<file path="src/rtl/prio_irq_pkg.sv">
package prio_irq_pkg;
  localparam int unsigned LEVELS = 8;
  localparam int unsigned LVL_W  = $clog2(LEVELS);

  typedef logic [LEVELS-1:0] lvlVec_t;
  typedef logic [LVL_W-1:0]  lvlIdx_t;

  // {rotate, select, end-of-service}
  typedef enum logic [2:0] {
    CMD_AEOI_ROT_OFF = 3'b000,
    CMD_NS_EOI       = 3'b001,
    CMD_NOP          = 3'b010,
    CMD_S_EOI        = 3'b011,
    CMD_AEOI_ROT_ON  = 3'b100,
    CMD_ROT_NS_EOI   = 3'b101,
    CMD_SET_PRIO     = 3'b110,
    CMD_ROT_S_EOI    = 3'b111
  } cmdCode_t;

  // Strobes from control to datapath
  typedef struct packed {
    logic    grant;
    logic    setIsr;
    logic    clrHighest;
    logic    clrSpecific;
    lvlIdx_t clrLevel;
  } dpStrobe_t;

  function automatic lvlVec_t oneHot(lvlIdx_t idx);
    return lvlVec_t'(1) << idx;
  endfunction
endpackage

</file>
<file path="src/rtl/prio_irq_resolver.sv">
// Finds the best-ranked set bit of a vector under a circular priority order
module prio_irq_resolver
  import prio_irq_pkg::*;
(
  input  lvlVec_t vecIn,
  input  lvlIdx_t lowest,
  output logic    found,
  output lvlIdx_t rank,
  output lvlIdx_t level
);
  lvlIdx_t startIdx;
  lvlVec_t rotated;

  assign startIdx = lowest + lvlIdx_t'(1);

  generate
    for (genvar k = 0; k < LEVELS; k++) begin : g_rot
      lvlIdx_t srcIdx;
      assign srcIdx     = startIdx + lvlIdx_t'(k);
      assign rotated[k] = vecIn[srcIdx];
    end
  endgenerate

  always_comb begin
    found = 1'b0;
    rank  = '0;
    for (int k = LEVELS - 1; k >= 0; k--) begin
      if (rotated[k]) begin
        found = 1'b1;
        rank  = lvlIdx_t'(k);
      end
    end
  end

  assign level = startIdx + rank;
endmodule

</file>
<file path="src/rtl/prio_irq_datapath.sv">
module prio_irq_datapath
  import prio_irq_pkg::*;
(
  input  logic      clk,
  input  logic      rstN,
  input  lvlVec_t   irqReq,
  input  logic      maskWr,
  input  lvlVec_t   maskIn,
  input  lvlIdx_t   lowest,
  input  dpStrobe_t strobe,
  output lvlVec_t   irrQ,
  output lvlVec_t   isrQ,
  output lvlVec_t   imrQ,
  output lvlIdx_t   vecQ,
  output logic      intReq,
  output lvlIdx_t   winLevel,
  output logic      highIsrFound,
  output lvlIdx_t   highIsrLevel
);
  lvlVec_t pending;
  logic    reqFound;
  lvlIdx_t reqRank;
  lvlIdx_t isrRank;
  lvlVec_t grantMask;
  lvlVec_t setMask;
  lvlVec_t clrMask;

  assign pending = irrQ & ~imrQ;

  prio_irq_resolver u_reqRes (
    .vecIn (pending),
    .lowest(lowest),
    .found (reqFound),
    .rank  (reqRank),
    .level (winLevel)
  );

  prio_irq_resolver u_isrRes (
    .vecIn (isrQ),
    .lowest(lowest),
    .found (highIsrFound),
    .rank  (isrRank),
    .level (highIsrLevel)
  );

  assign intReq = reqFound && (!highIsrFound || (reqRank < isrRank));

  always_comb begin
    grantMask = strobe.grant ? oneHot(winLevel) : '0;
    setMask   = strobe.setIsr ? grantMask : '0;
    clrMask   = '0;
    if (strobe.clrHighest && highIsrFound) clrMask = clrMask | oneHot(highIsrLevel);
    if (strobe.clrSpecific)                clrMask = clrMask | oneHot(strobe.clrLevel);
  end

  always_ff @(posedge clk or negedge rstN) begin
    if (!rstN) begin
      irrQ <= '0;
      isrQ <= '0;
      imrQ <= '0;
      vecQ <= '0;
    end else begin
      irrQ <= (irrQ | irqReq) & ~grantMask;
      isrQ <= (isrQ & ~clrMask) | setMask;
      if (maskWr)       imrQ <= maskIn;
      if (strobe.grant) vecQ <= winLevel;
    end
  end
endmodule

</file>
<file path="src/rtl/prio_irq_ctrl.sv">
module prio_irq_ctrl
  import prio_irq_pkg::*;
(
  input  logic      clk,
  input  logic      rstN,
  input  logic      ackPulse,
  input  logic      autoEoi,
  input  logic      cmdValid,
  input  cmdCode_t  cmdCode,
  input  lvlIdx_t   cmdLevel,
  input  logic      intReq,
  input  lvlIdx_t   winLevel,
  input  logic      highIsrFound,
  input  lvlIdx_t   highIsrLevel,
  output dpStrobe_t strobe,
  output lvlIdx_t   lowest
);
  logic    rotAeoi;
  logic    rotAeoiNext;
  lvlIdx_t lowestNext;

  always_comb begin
    strobe.grant       = ackPulse && intReq;
    strobe.setIsr      = ackPulse && intReq && !autoEoi;
    strobe.clrHighest  = cmdValid && (cmdCode == CMD_NS_EOI || cmdCode == CMD_ROT_NS_EOI);
    strobe.clrSpecific = cmdValid && (cmdCode == CMD_S_EOI || cmdCode == CMD_ROT_S_EOI);
    strobe.clrLevel    = cmdLevel;
  end

  always_comb begin
    lowestNext  = lowest;
    rotAeoiNext = rotAeoi;
    if (ackPulse && intReq && autoEoi && rotAeoi) lowestNext = winLevel;
    if (cmdValid) begin
      unique case (cmdCode)
        CMD_ROT_NS_EOI:   if (highIsrFound) lowestNext = highIsrLevel;
        CMD_ROT_S_EOI,
        CMD_SET_PRIO:     lowestNext = cmdLevel;
        CMD_AEOI_ROT_ON:  rotAeoiNext = 1'b1;
        CMD_AEOI_ROT_OFF: rotAeoiNext = 1'b0;
        default: ;
      endcase
    end
  end

  always_ff @(posedge clk or negedge rstN) begin
    if (!rstN) begin
      lowest  <= lvlIdx_t'(LEVELS - 1);
      rotAeoi <= 1'b0;
    end else begin
      lowest  <= lowestNext;
      rotAeoi <= rotAeoiNext;
    end
  end
endmodule

</file>
<file path="src/rtl/prio_irq_core.sv">
module prio_irq_core
  import prio_irq_pkg::*;
(
  input  logic       clk,
  input  logic       rstN,
  input  logic [7:0] irqReq,
  input  logic       ackPulse,
  input  logic       autoEoi,
  input  logic       cmdValid,
  input  logic       cmdRot,
  input  logic       cmdSel,
  input  logic       cmdEoi,
  input  logic [2:0] cmdLevel,
  input  logic       maskWr,
  input  logic [7:0] maskIn,
  output logic [7:0] irrOut,
  output logic [7:0] isrOut,
  output logic [7:0] imrOut,
  output logic [2:0] lowPrio,
  output logic [2:0] vecLevel,
  output logic       intOut
);
  dpStrobe_t strobe;
  lvlIdx_t   lowest;
  logic      intReq;
  lvlIdx_t   winLevel;
  logic      highIsrFound;
  lvlIdx_t   highIsrLevel;
  cmdCode_t  cmdCode;

  assign cmdCode = cmdCode_t'({cmdRot, cmdSel, cmdEoi});

  prio_irq_ctrl u_ctrl (
    .clk         (clk),
    .rstN        (rstN),
    .ackPulse    (ackPulse),
    .autoEoi     (autoEoi),
    .cmdValid    (cmdValid),
    .cmdCode     (cmdCode),
    .cmdLevel    (cmdLevel),
    .intReq      (intReq),
    .winLevel    (winLevel),
    .highIsrFound(highIsrFound),
    .highIsrLevel(highIsrLevel),
    .strobe      (strobe),
    .lowest      (lowest)
  );

  prio_irq_datapath u_dp (
    .clk         (clk),
    .rstN        (rstN),
    .irqReq      (irqReq),
    .maskWr      (maskWr),
    .maskIn      (maskIn),
    .lowest      (lowest),
    .strobe      (strobe),
    .irrQ        (irrOut),
    .isrQ        (isrOut),
    .imrQ        (imrOut),
    .vecQ        (vecLevel),
    .intReq      (intReq),
    .winLevel    (winLevel),
    .highIsrFound(highIsrFound),
    .highIsrLevel(highIsrLevel)
  );

  assign lowPrio = lowest;
  assign intOut  = intReq;
endmodule

</file>
<file path="config.mk">
export PLATFORM = sky130hd
export DESIGN_NAME = prio_irq_core
export DESIGN_NICKNAME = d
export VERILOG_FILES = /design/src/rtl/prio_irq_pkg.sv /design/src/rtl/prio_irq_resolver.sv /design/src/rtl/prio_irq_datapath.sv /design/src/rtl/prio_irq_ctrl.sv /design/src/rtl/prio_irq_core.sv
export SDC_FILE = /design/constraint.sdc
export NUM_CORES = 1
export LEC_CHECK = 0
export BUFFER_PORTS_ARGS = -buffer_cell sky130_fd_sc_hd__buf_4
export CORE_UTILIZATION = 41
export CTS_BUF_LIST = sky130_fd_sc_hd__clkbuf_4
export DETAILED_ROUTE_END_ITERATION = 16
export PLACE_DENSITY = 0.72
export SLEW_MARGIN = 40
export SYNTH_ARGS = -nofsm -noshare
export SYNTH_HDL_FRONTEND = slang
export SYNTH_HIERARCHICAL = 1
export SYNTH_SLANG_ARGS = --single-unit
</file>
<file path="constraint.sdc">
create_clock -name clk -period 4.2 [get_ports clk]
set_clock_uncertainty 0.05 [all_clocks]
set_input_delay 0.84 -clock clk [delete_from_list [all_inputs] [get_ports clk]]
set_output_delay 0.84 -clock clk [all_outputs]
set_load 0.03 [all_outputs]
</file>
==> reports/metrics.csv <==
stage,metric,value,unit
cts,H-tree depth,2,
worst_setup_path,R2R Setup Slk,-190,ps
global_routing,first-pass GRT wire length,13.3,mm
global_routing,largest net degree at the start of global routing,32,
cts,clk root buf,clkbuf_4,
yosys,count of different cell masters after synthesis,55,
sta,crit path time final,4480,ps
drt,drt pass-1 iters,4,
global_routing,met3 usage,2.57,%
yosys,"EDFF count, synth",0,
placement,Port Buffers,58,
yosys,Synth Warn #,6,
floorplan,Die ar.,0.00745,mm2
worst_setup_path,Crit Path Class,reg -> out,
sta,final count of hold timing violations,0,
placement,gpl congestion,0.838,
worst_setup_path,RR Startpoint,u_ctrl/lowest[0],
cells_and_area,final net count,436,
cts,Clock transition at path regs,110,ps
drt,via/cell ratio,5.73,
sta,final setup vio count,17,
run,max cap viols,0,
cells_and_area,Antenna diodes,0,
sta,Max Slew Vio Count,0,
cells_and_area,area overhead of the layout relative to synthesis,40.4,%
drt,starting DRC count in detailed routing,141,
run_status,failing checks,negative setup slack,
cts,Bufs on Longest Clock Path,2,
floorplan,Top-Level Pins,59,
yosys,post-synthesis sequential area ratio,26.8,%
worst_setup_path,FF-to-FF path depth,19,
cts,TritonCTS clock tree,yes,
worst_setup_path,crit path capture type,output pin,
placement,dpl hpwl,6.02,mm
worst_setup_path,CP cell instances,buf_12 -> inv_8 -> ha_4 -> buf_6 -> mux4_2 -> nor2_2 -> mux4_2 -> a21oi_2 -> a211o_1 -> inv_2 -> ha_4 -> a21o_1 -> a31oi_4 -> buf_6,
global_routing,vias in the first global route,2790,
sta,RSZ-0062 raised after global routing,yes,
global_routing,global-route track usage on met1,31.0,%
cts,total CTS buffers,5,
worst_setup_path,reg-to-reg endpoint,u_dp/isrQ[4],
global_routing,total grt overflow,0,
placement,pre-CTS WS,-23.8,ps
worst_setup_path,crit path max fanout,4,
yosys,leading area contributor after synthesis,dfrtp_1,
worst_setup_path,CP Buf/Inv Count,5,
cts,Clock Sinks,31,
worst_setup_path,Required @ worst endpoint,3310,ps
floorplan,core area,0.00683,mm2
sta,maximum clock frequency,223,MHz
worst_setup_path,Crit path max-delay family,multiplexers,
yosys,syn nets,335,
sta,post-route setup slack,-283,ps
drt,Routed wire per std cell,16.7,um
worst_setup_path,Critical Path Max Stage Delay,630,ps
drt,DRC Markers,0,
global_routing,M2 GR Usage,36.7,%
floorplan,Die H,86.3,um
floorplan,initial core utilization,42.6,%
worst_hold_path,min-delay worst type,in -> async,
floorplan,die width,86.3,um
worst_setup_path,arrival time at the worst endpoint,3590,ps
worst_setup_path,slowest cell on the critical path,dfstp_4,
yosys,Yosys top cell area share,24.1,%
global_routing,gr busiest metal,met2,
floorplan,Rows,30,
global_routing,All-Layer GR Usage,22.6,%
yosys,Mapped Cells,297,
yosys,Synth Flop Type,dfrtp_1,
yosys,register bit total from synthesis,31,
yosys,Synth async-reset ratio,100,%
worst_setup_path,Worst setup SP type,flip-flop,
cells_and_area,proportion of layout cells with a drive suffix above 1,51.6,%
yosys,largest cells by area after synthesis,"dfrtp_1 (24%), mux4_2 (7.0%), mux2_2 (6.2%)",
yosys,Mapped Area,0.00291,mm2
sta,Max-slew headroom,69.7,%
sta,post-route clock period utilization,107,%
sta,Worst-Margin Slew,454,ps
cts,cts hold-fix bufs,0,
drt,final wirelength,8.26,mm
cts,Skew-Pair Late Insertion Delay,330,ps
run_status,status,finished with violations,
drt,routed via count,2838,
yosys,synthesized area per cell,9.81,um2
drt,post-route ant nets,0,
global_routing,initial antenna violation count,0,
registers in the layout, indices dropped and copies added (netlist names):
| signal | cells |
|---|---|
| u_ctrl/rotAeoi | 1 |
| u_dp/irrQ | 8 |
| u_dp/imrQ | 8 |
| u_dp/vecQ | 3 |
| u_dp/isrQ | 8 |
| u_ctrl/lowest | 3 |
worst register-to-register path, cell delays in order (launching register included):
cell,delay [ps]
dfstp_4,630
buf_12,110
inv_8,30
ha_4,290
buf_6,110
mux4_2,530
or2b_1,290
o22ai_2,180
o21ai_1,90
o21ai_1,110
o21ai_2,100
a21oi_2,220
ha_2,210
inv_2,40
fa_2,370
xnor2_2,160
xnor2_2,250
buf_4,180
nand3_4,100
o32ai_2,280
logic make-up (layout without fill, tap and decap cells):
| logic type | count (synthesis) | in the layout | share of synthesized area [%] |
|---|---|---|---|
| xor+xnor | 12 | 12 | 4.12 |
| simple gates | 91 | 91 | 17.7 |
| compound gates | 78 | 78 | 18.2 |
| flops | 31 | 31 | 26.8 |
| buf+inv | 28 | 130 | 5.11 |
| fa+ha+maj | 10 | 10 | 4.81 |
| mux | 47 | 47 | 23.2 |
metal layers:
metal | vias up | part of all wire [%]
met5 | - | 0
met4 | 0 | 3.2
met3 | 29 | 3.7
met2 | 93 | 50
met1 | 1392 | 44
li1 | 1324 | -
layout make-up:
| cell class | instances | area [um2] |
|---|---|---|
| Clock buffer | 5 | 37.5 |
| Sequential cell | 31 | 783 |
| Multi-Input combinational cell | 238 | 2220 |
| Tap cell | 96 | 120 |
| Timing Repair Buffer | 106 | 843 |
| Fill cell | 592 | 2740 |
| Inverter | 16 | 71.3 |
| Clock inverter | 3 | 15.0 |
Yosys cell counts (9+ instances only):
cell	number
o21ai_0	9
o221ai_1	10
dfrtp_1	28
xnor2_1	10
nor2b_1	11
o21ai_1	12
nor2_1	18
nand2_1	20
mux2_2	16
mux2i_1	16
mux4_2	9
inv_1	13
a21oi_1	12
layout by cell type, fill, tap and decap left out, drive strengths merged, types with 10 or more instances in the layout:
cell / netlist / layout
nor2: 20 / 20
mux2i: 17 / 17
inv: 16 / 15
a21oi: 13 / 13
o21ai: 21 / 21
mux4: 13 / 13
nand2: 21 / 21
xnor2: 10 / 10
mux2: 17 / 17
buf: 12 / 106
o221ai: 10 / 10
nor2b: 14 / 14
dfrtp: 28 / 28
worst max-delay path by stage:
stage,start,end,cells past startpoint,slack (ps)
final,u_ctrl/lowest[0],intOut,14,-280
after global routing,u_ctrl/lowest[0],intOut,14,-400
after CTS,u_ctrl/lowest[0],intOut,15,-230
after detailed placement,u_ctrl/lowest[0],intOut,15,-20
after global placement,u_ctrl/lowest[0],u_dp/isrQ[7],17,4
after floorplan,u_ctrl/lowest[0],intOut,13,-50
through the flow:
stage | std cells | TNS [ps] | area [um2] | hold slack, ps | utilization (%)
detailed placement | 469 | -53.5 | 3720 | 456 | 54.5
global placement | 469 | 0 | 3720 | 451 | 54.5
floorplan | 297 | -109 | 3030 | 432 | -
finish | 495 | -1570 | 4090 | 374 | 59.9
global route | 495 | -4850 | 4090 | 391 | 59.9
CTS | 490 | -242 | 3960 | 382 | 58.0
timing repair:
item	CTS	global route
buffers inserted	13	5
pin swaps	14	22
gates resized for setup	21	25
endpoints found under the setup margin	5	21
Power is left out: the tool's default activity adds up to more than one toggle a clock period on the data nets, which glitch-free logic cannot reach.
